===== config.mk =====
export PLATFORM = sky130hd
export DESIGN_NAME = led_serial_status
export DESIGN_NICKNAME = d
export VERILOG_FILES = /design/src/rtl/led_ser_pkg.sv /design/src/rtl/led_frame_timer.sv /design/src/rtl/led_util_meter.sv /design/src/rtl/led_shift_out.sv /design/src/rtl/led_serial_status.sv
export SDC_FILE = /design/constraint.sdc
export NUM_CORES = 1
export LEC_CHECK = 0
export BUFFER_PORTS_ARGS = -buffer_cell sky130_fd_sc_hd__buf_4
export CORE_MARGIN = 10
export CORE_UTILIZATION = 35
export CTS_BUF_LIST = sky130_fd_sc_hd__clkbuf_2 sky130_fd_sc_hd__clkbuf_4 sky130_fd_sc_hd__clkbuf_8
export DETAILED_ROUTE_END_ITERATION = 8
export GPL_ROUTABILITY_DRIVEN = 0
export RECOVER_POWER = 25
export REMOVE_ABC_BUFFERS = 1
export SYNTH_ARGS = -nofsm -noshare
export SYNTH_HDL_FRONTEND = slang
export SYNTH_SLANG_ARGS = --single-unit

===== constraint.sdc =====
create_clock -name clk_i -period 3.3 [get_ports clk_i]
set_input_delay 0.66 -clock clk_i [delete_from_list [all_inputs] [get_ports clk_i]]
set_output_delay 0.66 -clock clk_i [all_outputs]
set_load 0.01 [all_outputs]

===== src/rtl/led_ser_pkg.sv =====
package led_ser_pkg;
  localparam int LANES = 3;
  localparam int BITS  = 16;
  localparam int STEPS = 8;
  typedef logic [BITS-1:0] lane_t;
endpackage


===== src/rtl/led_frame_timer.sv =====
module led_frame_timer #(
  parameter int FRAME_CYC   = 3125000,
  parameter int TEST_FRAMES = 4
) (
  input  logic clk_i,
  input  logic rst_ni,
  output logic frame_start_o,
  output logic test_on_o,
  output logic test_off_o
);
  localparam int FW = $clog2(FRAME_CYC);
  localparam int PW = $clog2(TEST_FRAMES + 1);

  logic [FW-1:0] cnt_q;
  logic [PW-1:0] phase_q;
  logic          in_test;

  assign frame_start_o = (cnt_q == '0);
  assign in_test       = (phase_q < PW'(TEST_FRAMES));
  assign test_on_o     = in_test && !phase_q[0];
  assign test_off_o    = in_test && phase_q[0];

  always_ff @(posedge clk_i or negedge rst_ni) begin
    if (!rst_ni) begin
      cnt_q   <= '0;
      phase_q <= '0;
    end else begin
      cnt_q <= (cnt_q == FW'(FRAME_CYC - 1)) ? '0 : cnt_q + 1'b1;
      if (frame_start_o && in_test) phase_q <= phase_q + 1'b1;
    end
  end

  // once live, the lamp test never returns
  a_r9_test_done_sticky: assert property (@(posedge clk_i) disable iff (!rst_ni)
    !in_test |=> !in_test);
  // start is a single-cycle pulse
  a_r2_start_pulse: assert property (@(posedge clk_i) disable iff (!rst_ni)
    frame_start_o |=> !frame_start_o);
endmodule


===== src/rtl/led_util_meter.sv =====
module led_util_meter
  import led_ser_pkg::*;
#(
  parameter int WIN_CYC = 2620000
) (
  input  logic             clk_i,
  input  logic             rst_ni,
  input  logic             crs_i,
  output logic [STEPS-1:0] therm_o
);
  localparam int CW = $clog2(WIN_CYC + 1);
  localparam int WW = $clog2(WIN_CYC);

  logic [WW-1:0]    wc_q;
  logic [CW-1:0]    bc_q;
  logic [CW-1:0]    tot;
  logic [CW+2:0]    scaled;
  logic [STEPS-1:0] therm_d;
  logic [STEPS-1:0] therm_q;
  logic             win_end;

  assign tot     = bc_q + CW'(crs_i);
  assign scaled  = {tot, 3'b000};
  assign win_end = (wc_q == WW'(WIN_CYC - 1));

  for (genvar k = 0; k < STEPS; k++) begin : g_thr
    localparam logic [CW+2:0] THR = (CW + 3)'((k + 1) * WIN_CYC);
    assign therm_d[k] = (scaled >= THR);
  end

  always_ff @(posedge clk_i or negedge rst_ni) begin
    if (!rst_ni) begin
      wc_q    <= '0;
      bc_q    <= '0;
      therm_q <= '0;
    end else if (win_end) begin
      wc_q    <= '0;
      bc_q    <= '0;
      therm_q <= therm_d;
    end else begin
      wc_q <= wc_q + 1'b1;
      bc_q <= tot;
    end
  end

  assign therm_o = therm_q;

  // bar fills from step 0 upward with no gaps
  a_r8_contiguous: assert property (@(posedge clk_i) disable iff (!rst_ni)
    ((therm_q + 1'b1) & therm_q) == '0);
  // bar only moves at a window boundary
  a_r8_hold_in_window: assert property (@(posedge clk_i) disable iff (!rst_ni)
    !win_end |=> $stable(therm_q));
endmodule


===== src/rtl/led_shift_out.sv =====
module led_shift_out
  import led_ser_pkg::*;
#(
  parameter int CK_HALF = 1,
  parameter int NPORT   = 5
) (
  input  logic             clk_i,
  input  logic             rst_ni,
  input  logic             start_i,
  input  logic             test_on_i,
  input  logic             test_off_i,
  input  logic [NPORT-1:0] part_i,
  input  logic [NPORT-1:0] jab_i,
  input  logic [NPORT-1:0] act_i,
  input  logic             col_lo_i,
  input  logic             col_hi_i,
  input  logic             gpart_i,
  input  logic             ram_fail_i,
  input  logic [STEPS-1:0] util_lo_i,
  input  logic [STEPS-1:0] util_hi_i,
  output logic             led_ck_o,
  output logic [LANES-1:0] led_o
);
  localparam int HW = (CK_HALF > 1) ? $clog2(CK_HALF) : 1;
  localparam int PH = $clog2(2 * BITS);

  lane_t          word [LANES];
  lane_t          snap_q [LANES];
  logic           busy_q;
  logic [PH-1:0]  ph_q;
  logic [HW-1:0]  hc_q;

  // on-bit view: 1 = LED lit; inverted at the pins
  always_comb begin
    for (int l = 0; l < LANES; l++) word[l] = '0;
    word[0][NPORT-1:0]           = part_i;
    word[0][2*NPORT-1:NPORT]     = jab_i;
    word[1][NPORT-1:0]           = act_i;
    word[1][NPORT+STEPS-1:NPORT] = util_lo_i;
    word[1][NPORT+STEPS]         = col_lo_i;
    word[1][NPORT+STEPS+1]       = gpart_i;
    word[2][STEPS-1:0]           = util_hi_i;
    word[2][STEPS]               = col_hi_i;
    word[2][STEPS+1]             = ram_fail_i;
    for (int l = 0; l < LANES; l++) begin
      if (test_on_i)  word[l] = '1;
      if (test_off_i) word[l] = '0;
    end
  end

  always_ff @(posedge clk_i or negedge rst_ni) begin
    if (!rst_ni) begin
      busy_q <= 1'b0;
      ph_q   <= '0;
      hc_q   <= '0;
      for (int l = 0; l < LANES; l++) snap_q[l] <= '0;
    end else if (!busy_q) begin
      if (start_i) begin
        busy_q <= 1'b1;
        ph_q   <= '0;
        hc_q   <= '0;
        for (int l = 0; l < LANES; l++) snap_q[l] <= word[l];
      end
    end else if (hc_q == HW'(CK_HALF - 1)) begin
      hc_q <= '0;
      if (ph_q == PH'(2 * BITS - 1)) busy_q <= 1'b0;
      else                           ph_q   <= ph_q + 1'b1;
    end else begin
      hc_q <= hc_q + 1'b1;
    end
  end

  assign led_ck_o = !busy_q || ph_q[0];
  for (genvar l = 0; l < LANES; l++) begin : g_lane
    assign led_o[l] = !(busy_q && snap_q[l][ph_q[PH-1:1]]);
  end

  a_r1_ck_idle_high: assert property (@(posedge clk_i) disable iff (!rst_ni)
    !busy_q |-> led_ck_o);
  a_r2_frame_fits: assert property (@(posedge clk_i) disable iff (!rst_ni)
    start_i |-> !busy_q);
  a_r3_hold_while_high: assert property (@(posedge clk_i) disable iff (!rst_ni)
    (busy_q && $past(busy_q) && led_ck_o && $past(led_ck_o)) |-> $stable(led_o));
  a_r3_no_change_on_rise: assert property (@(posedge clk_i) disable iff (!rst_ni)
    (busy_q && $rose(led_ck_o)) |-> $stable(led_o));
  a_r10_idle_dark: assert property (@(posedge clk_i) disable iff (!rst_ni)
    !busy_q |-> (led_o == '1));
endmodule


===== src/rtl/led_serial_status.sv =====
module led_serial_status
  import led_ser_pkg::*;
#(
  parameter int NPORT     = 5,
  parameter int FRAME_CYC = 3125000,
  parameter int WIN_CYC   = 2620000,
  parameter int CK_HALF   = 1
) (
  input  logic             clk_i,
  input  logic             rst_ni,
  input  logic [NPORT-1:0] part_i,
  input  logic [NPORT-1:0] jab_i,
  input  logic [NPORT-1:0] act_i,
  input  logic             col_lo_i,
  input  logic             col_hi_i,
  input  logic             gpart_i,
  input  logic             ram_fail_i,
  input  logic             crs_lo_i,
  input  logic             crs_hi_i,
  output logic             led_ck_o,
  output logic [2:0]       led_o
);
  logic             frame_start;
  logic             test_on;
  logic             test_off;
  logic [1:0]       crs;
  logic [STEPS-1:0] util [2];

  assign crs = {crs_hi_i, crs_lo_i};

  led_frame_timer #(
    .FRAME_CYC  (FRAME_CYC),
    .TEST_FRAMES(4)
  ) u_timer (
    .clk_i        (clk_i),
    .rst_ni       (rst_ni),
    .frame_start_o(frame_start),
    .test_on_o    (test_on),
    .test_off_o   (test_off)
  );

  for (genvar s = 0; s < 2; s++) begin : g_meter
    led_util_meter #(.WIN_CYC(WIN_CYC)) u_meter (
      .clk_i  (clk_i),
      .rst_ni (rst_ni),
      .crs_i  (crs[s]),
      .therm_o(util[s])
    );
  end

  led_shift_out #(
    .CK_HALF(CK_HALF),
    .NPORT  (NPORT)
  ) u_shift (
    .clk_i     (clk_i),
    .rst_ni    (rst_ni),
    .start_i   (frame_start),
    .test_on_i (test_on),
    .test_off_i(test_off),
    .part_i    (part_i),
    .jab_i     (jab_i),
    .act_i     (act_i),
    .col_lo_i  (col_lo_i),
    .col_hi_i  (col_hi_i),
    .gpart_i   (gpart_i),
    .ram_fail_i(ram_fail_i),
    .util_lo_i (util[0]),
    .util_hi_i (util[1]),
    .led_ck_o  (led_ck_o),
    .led_o     (led_o)
  );
endmodule


==> impl_metrics.ini, run 1 <==
[global_route]
antenna_found_initial = 0
grt_overflow = 0
grt_pass1_vias = 7185
grt_usage = 0.123
grt_pass1_wl_mm = 34.8
grt_max_degree = 66

[power]
irDropWorstVdd_mv = 0.274
clock_power_share = 0.359
pwr-share-seq = 0.496
p_sw_frac = 0.302
p_int_w = 0.00331
power_density_nw_per_um2 = 462
power.combinational.fraction = 0.145
leakage_nw = 4.28
power.switching_w = 0.00143
total_power_w = 0.00474

[synthesis]
synthesis.area_um2 = 9300
muxShareOfSynthArea = 0.0310
avgSynthCellArea_um2 = 9.23
synth_top_area_share = 0.460
synthAdderAreaFrac = 0.0148
ys.flop_type = dfrtp_1
netlist_instances = 1007
synthArstFlopShare = 1.00
yosysSeqAreaShare = 0.460
synth_top_family_by_area = simple AND/OR/NAND/NOR gates
synth_cell_types = 71
ys_ff_latch = 171
yosys.area_share.simple = 0.245
synth_compound_area_frac = 0.118
synth_edf_count = 0
yosys.area.top_type = dfrtp_1
yosys_warnings = 0
synth_xor_xnor_area_share = 0.0942
synth_area_leaders = dfrtp_1 46%, nor2_1 5.2%, xnor2_1 4.8%

[status]
violations = max-capacitance violations, max-slew violations
status = finished with violations

[final_layout]
final_common_cell = dfrtp_1
final_area_um2 = 10300
final_cell_mix = 170 x dfrtp_1, 129 x nor2_1, 96 x nand2_1
drive_gt1_frac = 0.101
multiInputGateArea_um2 = 4690
regArea_um2 = 4280
syn2layout_area_growth_pct = 10.3
fill_cells = 2630
finalNetCount = 1050
n_antenna_cell = 0

[die]
rows = 59
die_y_um = 183
start_util = 0.356
fp.dieW_um = 183
core_um2 = 26100
dieArea_um2 = 33500
ioPinCount = 27

[cts]
post_cts_buffers = 0
cts.clk_slew.worst_paths_ns = 0.09
root_buffer = clkbuf_8
numCtsBuffers = 17
htree_levels = 4
cts_sinks = 171
ctsLongestPathBuffers = 2
worstSkewPairLatency_ns = 0.46
cts_tree = done

[sta]
tightest_slew_ns = 1.64
setup_viol = 0
drv_slew = 66
max_freq_mhz = 333
period_share = 0.909
min_period_ns = 3.00
setup_ws_ns = 0.301
fin_setup_tns_ns = 0
relSlewSlack = -0.0960
skew_ns = 0.0125
hold_viol_final = 0
rsz0062_at_grt = no

[route]
first_pass_iters = 5
via_count = 7265
drc = 0
wl_per_cell_um = 14.4
via_per_inst = 5.33
drt_iter0_drc = 612
postRouteWirelength_mm = 19.7
drtAntennaViolNets = 0

[placed_design]
port_buffers = 26
placed_area_um2 = 9830
dp_slack_ns = 0.361
dp_hpwl_mm = 13.6

[critical_path]
criticalPathCategory = reg -> out
cp-start-kind = register
worstPathMaxFanout = 14
cp.required_ns = 2.64
worst_ep_arrival_time_ns = 2.34
crit_path_end_kind = output pin

[worst_hold_path]
min_path_type = reg -> reg

[job]
maxCapViolCount = 1
## state kept, by name, summed over array words and instances, names as in the netlist
signal	count
g_meter.u_meter.bc_q	44
u_shift.busy_q	1
g_meter.u_meter.therm_o	16
u_timer.cnt_q	22
u_timer.phase_q	3
u_shift.snap_q	36
g_meter.u_meter.wc_q	44
u_shift.ph_q	5
## cells by family after synthesis
group,after synthesis
flip-flops,171
buffers and inverters,73
AND/OR/NAND/NOR,447
XOR/XNOR,100
multiplexers,17
AO/OA/AOI/OAI,188
adder cells (fa/ha/maj),11
## metrics by stage
stage | hold slack, ns | std cells | utilization
6_report | 0.483 | 1364 | 0.392
5_1_grt | 0.491 | 1364 | 0.392
4_1_cts | 0.205 | 1364 | 0.393
3_5_place_dp | 0.467 | 1332 | 0.376
3_3_place_gp | 0.459 | 1332 | 0.376
2_1_floorplan | 0.364 | 950 | -
## power groups by stage
stage	Clock (W)	Combinational [W]	Sequential, W
floorplan	0	0.000471	0.00236
global placement	0	0.000687	0.00239
detailed placement	0	0.000692	0.00239
CTS	0.00175	0.000696	0.00235
global route	0.00185	0.000778	0.00238
finish	0.00170	0.000687	0.00235
## worst paths after layout
kind	from	to	slack, ns	cells past startpoint
max	u_shift.ph_q[1]$_DFFE_PN0P_	led_o[1]	0.30	4
min	u_shift.snap_q[7]$_DFFE_PN0P_	u_shift.snap_q[7]$_DFFE_PN0P_	0.48	2
max reg2reg	g_meter[0].u_meter.bc_q[4]$_DFF_PN0_	g_meter[0].u_meter.therm_o[3]$_DFFE_PN0N_	0.56	7
min reg2reg	u_shift.snap_q[7]$_DFFE_PN0P_	u_shift.snap_q[7]$_DFFE_PN0P_	0.48	2
max in group asynchronous	rst_ni	u_shift.snap_q[17]$_DFFE_PN0P_	0.68	2
min in group asynchronous	rst_ni	g_meter[1].u_meter.wc_q[13]$_DFF_PN0_	0.62	1
## synthesized netlist by cell type (11+ instances only)
cell      count
inv_1        16
nor4_1       13
nor3_1       26
and3_1       22
a21oi_1      44
nor2_1      129
buf_2        12
or3_1        11
and4_1       15
nand4_1      36
xor2_1       49
o21ai_0      84
clkbuf_1     32
dfrtp_1     171
nor2b_1      15
xnor2_1      51
ha_1         11
nand3_1      47
nand2_1      96
## routing by layer
metal | vias up | track usage | part of all wire
li1 | 3598 | - | -
met1 | 3536 | 0.170 | 0.50
met2 | 108 | 0.189 | 0.45
met3 | 23 | 0.0229 | 0.034
met4 | 0 | 0.0407 | 0.013
met5 | - | 0 | 0
## cell type report
type / instances / area share
Clock buffer: 17 / 0.0228
Clock inverter: 15 / 0.0215
Inverter: 16 / 0.00586
Multi-Input combinational cell: 763 / 0.457
Sequential cell: 171 / 0.417
Tap cell: 335 / 0.0409
Timing Repair Buffer: 47 / 0.0348
## timing repair
| action | 4_1_cts | 5_1_grt |
|---|---|---|
| endpoints found under the setup margin | 0 | 1 |
| gates resized for setup | 0 | 1 |
| hold buffers | 0 | 0 |
## worst max-delay path, cell delays in order (launching register included)
cell	delay, ns
dfrtp_2	0.63
mux4_2	0.57
mux4_2	0.47
nand2_1	0.09
buf_4	0.12
Power figures use the tool's default switching activity.
==> run 2: changes to the inputs <==
--- a/config.mk
+++ b/config.mk
@@ -7,7 +7,7 @@
 export LEC_CHECK = 0
 export BUFFER_PORTS_ARGS = -buffer_cell sky130_fd_sc_hd__buf_4
 export CORE_MARGIN = 10
-export CORE_UTILIZATION = 35
+export CORE_UTILIZATION = 28
 export CTS_BUF_LIST = sky130_fd_sc_hd__clkbuf_2 sky130_fd_sc_hd__clkbuf_4 sky130_fd_sc_hd__clkbuf_8
 export DETAILED_ROUTE_END_ITERATION = 8
 export GPL_ROUTABILITY_DRIVEN = 0
==> run 2 against run 1 <==
Net effect: core utilization decreased by 7.5 points; register-to-register slack improved by 0.09 ns; clock power decreased by 5%; largest power group unchanged; cell count increased by 7.6%; global-route usage decreased by 2.4 points; setup slack got worse by 0.024 ns; the run still ends with max-capacitance violations, max-slew violations left; critical path type unchanged; critical endpoint unchanged; sequential cell count unchanged.
==> impl_metrics.ini, run 2 (synthesized netlist as in run 1, its figures left out) <==
[status]
status = finished with violations
violations = max-capacitance violations, max-slew violations

[die]
ioPinCount = 27
die_y_um = 202
dieArea_um2 = 40900
rows = 66
core_um2 = 32600
fp.dieW_um = 202
start_util = 0.285

[power]
leakage_nw = 4.26
irDropWorstVdd_mv = 0.269
power_density_nw_per_um2 = 450

[final_layout]
syn2layout_area_growth_pct = 11.4
regArea_um2 = 4280
fill_cells = 3394
multiInputGateArea_um2 = 4690
top_regs = g_meter.u_meter.bc_q x44, g_meter.u_meter.wc_q x44, u_shift.snap_q x36
finalNetCount = 1046
drive_gt1_frac = 0.0985
post-route-util = 0.317
final_cell_mix = 170 x dfrtp_1, 129 x nor2_1, 96 x nand2_1
final_common_cell = dfrtp_1
n_antenna_cell = 0

[sta]
skew_ns = 0.0196
rsz0062_at_grt = no
max_freq_mhz = 331
relSlewSlack = -0.342
tightest_slew_ns = 2.01
fin_setup_tns_ns = 0
min_period_ns = 3.02
setup_viol = 0
hold_viol_final = 0
drv_slew = 76
period_share = 0.916
setup_ws_ns = 0.277

[cts]
htree_levels = 4
numCtsBuffers = 17
post_cts_buffers = 0
cts_tree = done
cts-hold-fix-buffers = 0
cts_resized = 1
cts_sinks = 171
cts.clk_slew.worst_paths_ns = 0.10
root_buffer = clkbuf_8
ctsLongestPathBuffers = 2
worstSkewPairLatency_ns = 0.48

[global_route]
grt_max_degree = 78
antenna_found_initial = 0
grt_pass1_wl_mm = 34.5
grt_overflow = 0
grt_pass1_vias = 7040
grt_usage = 0.0987

[critical_path]
crit_top_cell = mux4_2
criticalPathCategory = reg -> out
max_stage_delay_ns = 0.64
cp-start-kind = register
path_delay_family = multiplexers
cp_cell_sequence = mux4_2 -> mux4_2 -> nand2_1 -> buf_4
cp_slowest_cell = dfrtp_2
critPathBufInv = 1
crit_path_end_kind = output pin
worst_ep_arrival_time_ns = 2.36
worstPathMaxFanout = 14
cp.required_ns = 2.64

[route]
via_count = 7207
wl_per_cell_um = 13.5
postRouteWirelength_mm = 19.8
via_per_inst = 4.91
drc = 0
first_pass_iters = 5
drtAntennaViolNets = 0
drt_iter0_drc = 548

[job]
maxCapViolCount = 1

[placed_design]
dp_slack_ns = 0.376
dp_hpwl_mm = 13.6
port_buffers = 26

[worst_hold_path]
min_path_type = in -> reg
run 2: changes by cell type in the layout (fill, tap and decap cells not counted):
cell / before / now
clkbuf_8: 17 / 18
inv_8: 2 / 0
buf_4: 43 / 40
inv_6: 8 / 4
bufinv_16: 4 / 3
clkbuf_1: 1 / 0
buf_12: 1 / 2
clkbuf_2: 2 / 1
clkinvlp_4: 1 / 3
clkinv_4: 0 / 4
run 2: metrics by stage:
stage,std cells,hold slack (ns),cell area (um2),power (W)
detailed placement,1435,0.464,9930,0.00308
floorplan,950,0.364,9020,0.00283
global route,1467,0.470,10400,0.00492
CTS,1467,0.211,10400,0.00472
finish,1467,0.477,10400,0.00466
global placement,1435,0.457,9930,0.00307
run 2: layer usage:
layer  GRT usage  part of all wire
met4      0.0234            0.0087
met2       0.160              0.46
met5           0                 0
met3      0.0230             0.032
met1       0.130              0.50
run 2: report_power, final:
group          switching, W  total (W)  internal, W
Combinational      0.000406   0.000675     0.000269
Sequential         0.000191    0.00237      0.00218
Clock              0.000836    0.00162     0.000782
run 2: final cells by class:
cell class,instances,area share
Multi-Input combinational cell,763,0.453
Tap cell,442,0.0534
Clock buffer,18,0.0239
Clock inverter,14,0.0176
Inverter,16,0.00580
Timing Repair Buffer,43,0.0333
Sequential cell,171,0.413
run 2: final timing paths:
path | from | to | slack, ns | depth (start not counted)
worst max-delay path | u_shift.ph_q[1]$_DFFE_PN0P_ | led_o[1] | 0.28 | 4
worst min-delay path | ram_fail_i | u_shift.snap_q[9]$_DFFE_PN0P_ | 0.48 | 3
worst max register to register | g_meter[0].u_meter.bc_q[4]$_DFF_PN0_ | g_meter[0].u_meter.therm_o[0]$_DFFE_PN0N_ | 0.65 | 7
worst min register to register | u_shift.snap_q[22]$_DFFE_PN0P_ | u_shift.snap_q[22]$_DFFE_PN0P_ | 0.48 | 2
max in group asynchronous | rst_ni | u_shift.ph_q[1]$_DFFE_PN0P_ | 1.23 | 1
min in group asynchronous | rst_ni | g_meter[1].u_meter.bc_q[0]$_DFF_PN0_ | 0.71 | 1
run 2: worst register-to-register path, stage by stage, from the launching register on:
cell	delay (ns)
dfrtp_1	0.59
and4_1	0.53
nand2_1	0.15
xnor2_1	0.40
a211oi_1	0.12
o21ai_0	0.23
or4b_1	0.46
a21oi_1	0.13
